$ cat config.mk
export PLATFORM = sky130hd
export DESIGN_NAME = tod_alarm_pair
export DESIGN_NICKNAME = d
export VERILOG_FILES = /design/src/rtl/tod_alarm_pair.sv
export SDC_FILE = /design/constraint.sdc
export NUM_CORES = 1
export LEC_CHECK = 0
export ABC_AREA = 1
export BUFFER_PORTS_ARGS = -buffer_cell sky130_fd_sc_hd__buf_4
export CAP_MARGIN = 5
export CORE_UTILIZATION = 43
export DETAILED_ROUTE_END_ITERATION = 10
export GPL_TIMING_DRIVEN = 1
export PLACE_DENSITY_LB_ADDON = 0.05
export SLEW_MARGIN = 20
export SYNTH_ARGS = -nofsm -noshare
export SYNTH_HDL_FRONTEND = slang
export SYNTH_SLANG_ARGS = --single-unit
$ cat constraint.sdc
create_clock -name clk -period 1.9 [get_ports clk]
set_clock_uncertainty 0.15 [all_clocks]
set_input_delay 0.38 -clock clk [delete_from_list [all_inputs] [get_ports clk]]
set_output_delay 0.38 -clock clk [all_outputs]
set_load 0.01 [all_outputs]
$ cat src/rtl/tod_alarm_pair.sv
module tod_alarm_pair #(
  parameter int          DW      = 8,
  parameter int          AW      = 7,
  parameter int          NALM    = 2,
  parameter int          NFLD    = 4,
  parameter logic [6:0]  BASE    = 7'h07,
  parameter logic [6:0]  STATIDX = 7'h10
) (
  input  logic        clk,
  input  logic        rst_n,
  input  logic        upd,
  input  logic [7:0]  time_sec,
  input  logic [7:0]  time_min,
  input  logic [7:0]  time_hour,
  input  logic [7:0]  time_day,
  input  logic        acc_stb,
  input  logic [7:0]  acc_addr,
  input  logic [7:0]  acc_wdata,
  output logic [7:0]  acc_rdata,
  input  logic        route_split,
  input  logic        irq_en0,
  input  logic        irq_en1,
  output logic [1:0]  flags,
  output logic        int0_oe,
  output logic        int0_do,
  output logic        int1_oe,
  output logic        int1_do
);
  localparam int FSW = $clog2(NFLD);

  logic [DW-1:0]   alm [NALM][NFLD];
  logic [DW-1:0]   now [NFLD];
  logic [NALM-1:0] flag;
  logic [NALM-1:0] hit;
  logic [NALM-1:0] fire;
  logic [FSW-1:0]  fsel [NALM];

  wire [AW-1:0] idx = acc_addr[AW-1:0];
  wire          wr  = acc_addr[AW];

  assign now[0] = time_sec;
  assign now[1] = time_min;
  assign now[2] = time_hour;
  assign now[3] = time_day;

  for (genvar k = 0; k < NALM; k++) begin : g_set
    localparam logic [AW-1:0] LO = AW'(int'(BASE) + k*NFLD);
    wire [AW-1:0]   off = idx - LO;
    logic [NFLD-1:0] ok;
    for (genvar f = 0; f < NFLD; f++) begin : g_fld
      assign ok[f] = alm[k][f][DW-1] | (alm[k][f][DW-2:0] == now[f][DW-2:0]);
    end
    assign hit[k]  = acc_stb && (idx >= LO) && (off < AW'(NFLD));
    assign fsel[k] = off[FSW-1:0];
    assign fire[k] = upd && (&ok);
  end

  always_ff @(posedge clk or negedge rst_n) begin
    if (!rst_n) begin
      for (int k = 0; k < NALM; k++)
        for (int f = 0; f < NFLD; f++)
          alm[k][f] <= '0;
      flag <= '0;
    end else begin
      for (int k = 0; k < NALM; k++) begin
        if (hit[k] && wr) alm[k][fsel[k]] <= acc_wdata;
        flag[k] <= fire[k] | (flag[k] & ~hit[k]);
      end
    end
  end

  always_comb begin
    acc_rdata = '0;
    for (int k = 0; k < NALM; k++)
      for (int f = 0; f < NFLD; f++)
        if (idx == AW'(int'(BASE) + k*NFLD + f)) acc_rdata = alm[k][f];
    if (idx == STATIDX) acc_rdata = {{(DW-NALM){1'b0}}, flag};
  end

  assign flags   = flag;
  assign int0_oe = (flag[0] & irq_en0) | (~route_split & flag[1] & irq_en1);
  assign int1_oe = route_split & flag[1] & irq_en1;
  assign int0_do = 1'b0;
  assign int1_do = 1'b0;
endmodule


==> qor.json <==
{
  "setup.worst_path.start_class": "input pin",
  "grt_setup_unrepaired": "true",
  "cts.sinks": 66,
  "antennaDiodeCount": 0,
  "synth_enable_flop_cells": 0,
  "ios": 69,
  "maximum_number_of_pins_on_one_net_before_global_route_repair": 33,
  "floorplan.die_area_um2": 9710,
  "dp_worst_setup_slack_ps": -305,
  "post-synth-top-area-fraction_pct": 41.2,
  "port_buffer_count": 62,
  "cts-htree-levels": 3,
  "crit_path_cell_trace": "buf_6, inv_4, nand2_4, nor2_4, buf_6, nand3_2, nand3_2, nor2_2, nand4_1, o21ai_1, inv_1, buf_6",
  "cts_buffer_depth": 2,
  "yosys_warnings": 0,
  "grt_pass1_wl_um": 21000,
  "clkLatencyLatePin_ps": 350,
  "ys_ff_latch": 66,
  "fmaxAchievable_mhz": 481,
  "first_global_vias": 3808,
  "avgRoutedWirePerCell_um": 18.1,
  "synthAdderAreaFrac_pct": 0,
  "x_dimension_of_the_die_um": 98.5,
  "synth-simple-area-share_pct": 30.7,
  "globalRoute.totalOverflow": 0,
  "clock-root-buffer": "sky130_fd_sc_hd__clkbuf_8",
  "synthesis.instances": 539,
  "ir_drop_v": 0.000335,
  "design.final.nets": 705,
  "area_delta_synth_final_pct": 40.6,
  "asyncSetResetFlopFracSynth_pct": 100,
  "leakage_nw": 2.78,
  "synthDominantAreaCellType": "sky130_fd_sc_hd__dfrtp_1",
  "ys_dominant_reg_cell": "sky130_fd_sc_hd__dfrtp_1",
  "gp_routability_congestion": 0.925,
  "dr.first_iter.drc_count": 205,
  "global_route.usage.met2_pct": 45.8,
  "final-setup-viol-count": 8,
  "synth_top_family_by_area": "simple AND/OR/NAND/NOR gates",
  "cts_made_buffers": 9,
  "cp_data_arrival_time_ps": 1550,
  "num_rows": 34,
  "timing.final.ws_setup_ps": -178,
  "num_vias": 3969,
  "crit_top_cell": "sky130_fd_sc_hd__buf_6",
  "top_usage_layer": "met2",
  "viasPerCell": 5.20,
  "drv_slew": 0,
  "floorplan.initialDensity_pct": 45.1,
  "worst_path_maximum_fanout": 5,
  "outcome": "finished with violations",
  "cap_violations": 0,
  "drt_drc_violations_left": 2,
  "netlist_top_cells_area": "sky130_fd_sc_hd__dfrtp_1, sky130_fd_sc_hd__nand2_1, sky130_fd_sc_hd__xnor2_1, sky130_fd_sc_hd__inv_1, sky130_fd_sc_hd__nand3_1",
  "cts.reportedPaths.clkPinSlew_ps": 70,
  "hold_path.class": "in -> reg",
  "worst-endpoint-required_ps": 1370,
  "grt.met3_usage_pct": 5.25,
  "final.setup.tns_ps": -1290,
  "yosys.area_share.xor_xnor_pct": 10.1,
  "timing.final.hold_violations": 0,
  "post_synthesis_compound_gate_area_fraction_pct": 10.8,
  "post_synth_mux_area_share_pct": 0,
  "setup.worst_path.end_class": "output pin",
  "ratio_of_cells_with_drive_above_1_in_the_final_layout_pct": 30.8,
  "power.density_nw_per_um2": 627,
  "detailedRoute.firstPassIterationCount": 8,
  "grt_usage_pct": 29.5,
  "core_area_um2": 8890,
  "failing_checks": "design-rule violations, negative setup slack",
  "dp_hpwl_um": 10300,
  "period_needed_ps": 2080,
  "synth_common_cells": "sky130_fd_sc_hd__nand2_1, sky130_fd_sc_hd__dfrtp_1, sky130_fd_sc_hd__inv_1",
  "synth_sequential_area_ratio_pct": 41.2,
  "globalRouteMet1Util_pct": 41.1,
  "ant_nets": 0,
  "fin_crit_sh_pct": 109,
  "cpPeakStageDelay_ps": 200,
  "synthMostInstantiatedCell": "sky130_fd_sc_hd__nand2_1",
  "tritoncts": "yes",
  "synth_cell_type_count": 28,
  "slowest_stage": "sky130_fd_sc_hd__nor2_4",
  "synth.avg_cell_area_um2": 7.43,
  "sum_of_routed_wire_length_over_all_layers_um": 13800,
  "antenna_violations_before_repair": 0,
  "number_of_fill_cells_in_the_layout": 796,
  "crit_type": "in -> out",
  "die_h_um": 98.5,
  "summed_instance_area_of_the_synthesized_netlist_um2": 4010
}
[cell type report]
class	count	area (um^2)	share of cell area (%)
Sequential cell	66	1650	29.4
Clock buffer	12	145	2.58
Multi-Input combinational cell	405	2390	42.4
Inverter	58	233	4.13
Clock inverter	4	51.3	0.911
Timing Repair Buffer	110	1020	18.2
Tap cell	108	135	2.40
[repair_timing]
item	4_1_cts	5_1_grt
endpoints found under the setup margin	8	50
pin swaps	26	26
hold endpoints to repair	23	0
gates cloned	1	1
setup buffers	9	5
gates resized for setup	72	39
hold buffers	1	0
[sequential cells by signal (all words and copies together) (netlist names)]
name / count
alm: 64
flags: 2
[placed cells by master, fill, tap and decap left out, drive strengths merged, types with 3 or more instances in the layout]
cell type / instances
nand4: 9
o21ai: 57
nor3: 3
xnor2: 29
nand3b: 3
xor2: 17
buf: 109
nand2: 159
nand3: 43
nor2: 54
dfrtp: 66
clkbuf: 12
or2: 7
o21a: 15
inv: 58
[cell families after synthesis]
family,count (synthesis)
other cells,1
buf+inv,70
compound gates,77
xor+xnor,46
flops,66
simple gates,279
[metal layers]
layer	vias up	routed length [um]	share of wire (%)
met2	149	6100	44
met4	0	608	4.4
met1	1840	6210	45
met3	39	877	6.4
li1	1941	-	-
met5	-	0	0
[worst paths after layout]
check	cells past startpoint	endpoint	startpoint	slack [ps]
min in group asynchronous	2	alm[62]$_DFFE_PN0P_	rst_n	330
min reg2reg	2	alm[15]$_DFFE_PN0P_	alm[15]$_DFFE_PN0P_	340
max	12	acc_rdata[7]	acc_addr[3]	-180
max in group asynchronous	3	alm[43]$_DFFE_PN0P_	rst_n	770
max reg2reg	7	flags[0]$_DFF_PN0_	alm[44]$_DFFE_PN0P_	160
min	3	alm[30]$_DFFE_PN0P_	acc_wdata[6]	120
[stage by stage]
stage               total power, mW  utilization, %  cell area [um^2]  std cells  hold WS [ps]
floorplan                      1.91               -              4020        540         -65.6
detailed placement             2.23            55.2              4910        730           158
finish                         3.53            63.4              5630        763           119
global placement               2.22            55.2              4910        730           159
global route                   3.69            63.4              5630        763           121
CTS                            3.50            60.9              5420        757           117
[report_power, final]
group	total, mW	internal [mW]	switching [mW]
Sequential	1.62	1.51	0.111
Combinational	0.699	0.330	0.369
Clock	1.21	0.644	0.569
[worst max-delay path: cells and delay by family]
kind / cells / cell delay (ps)
buffers and inverters: 5 / 490
AOI/OAI and AO/OA: 1 / 70
and+or+nand+nor: 6 / 590
Power figures use the tool's default switching activity.
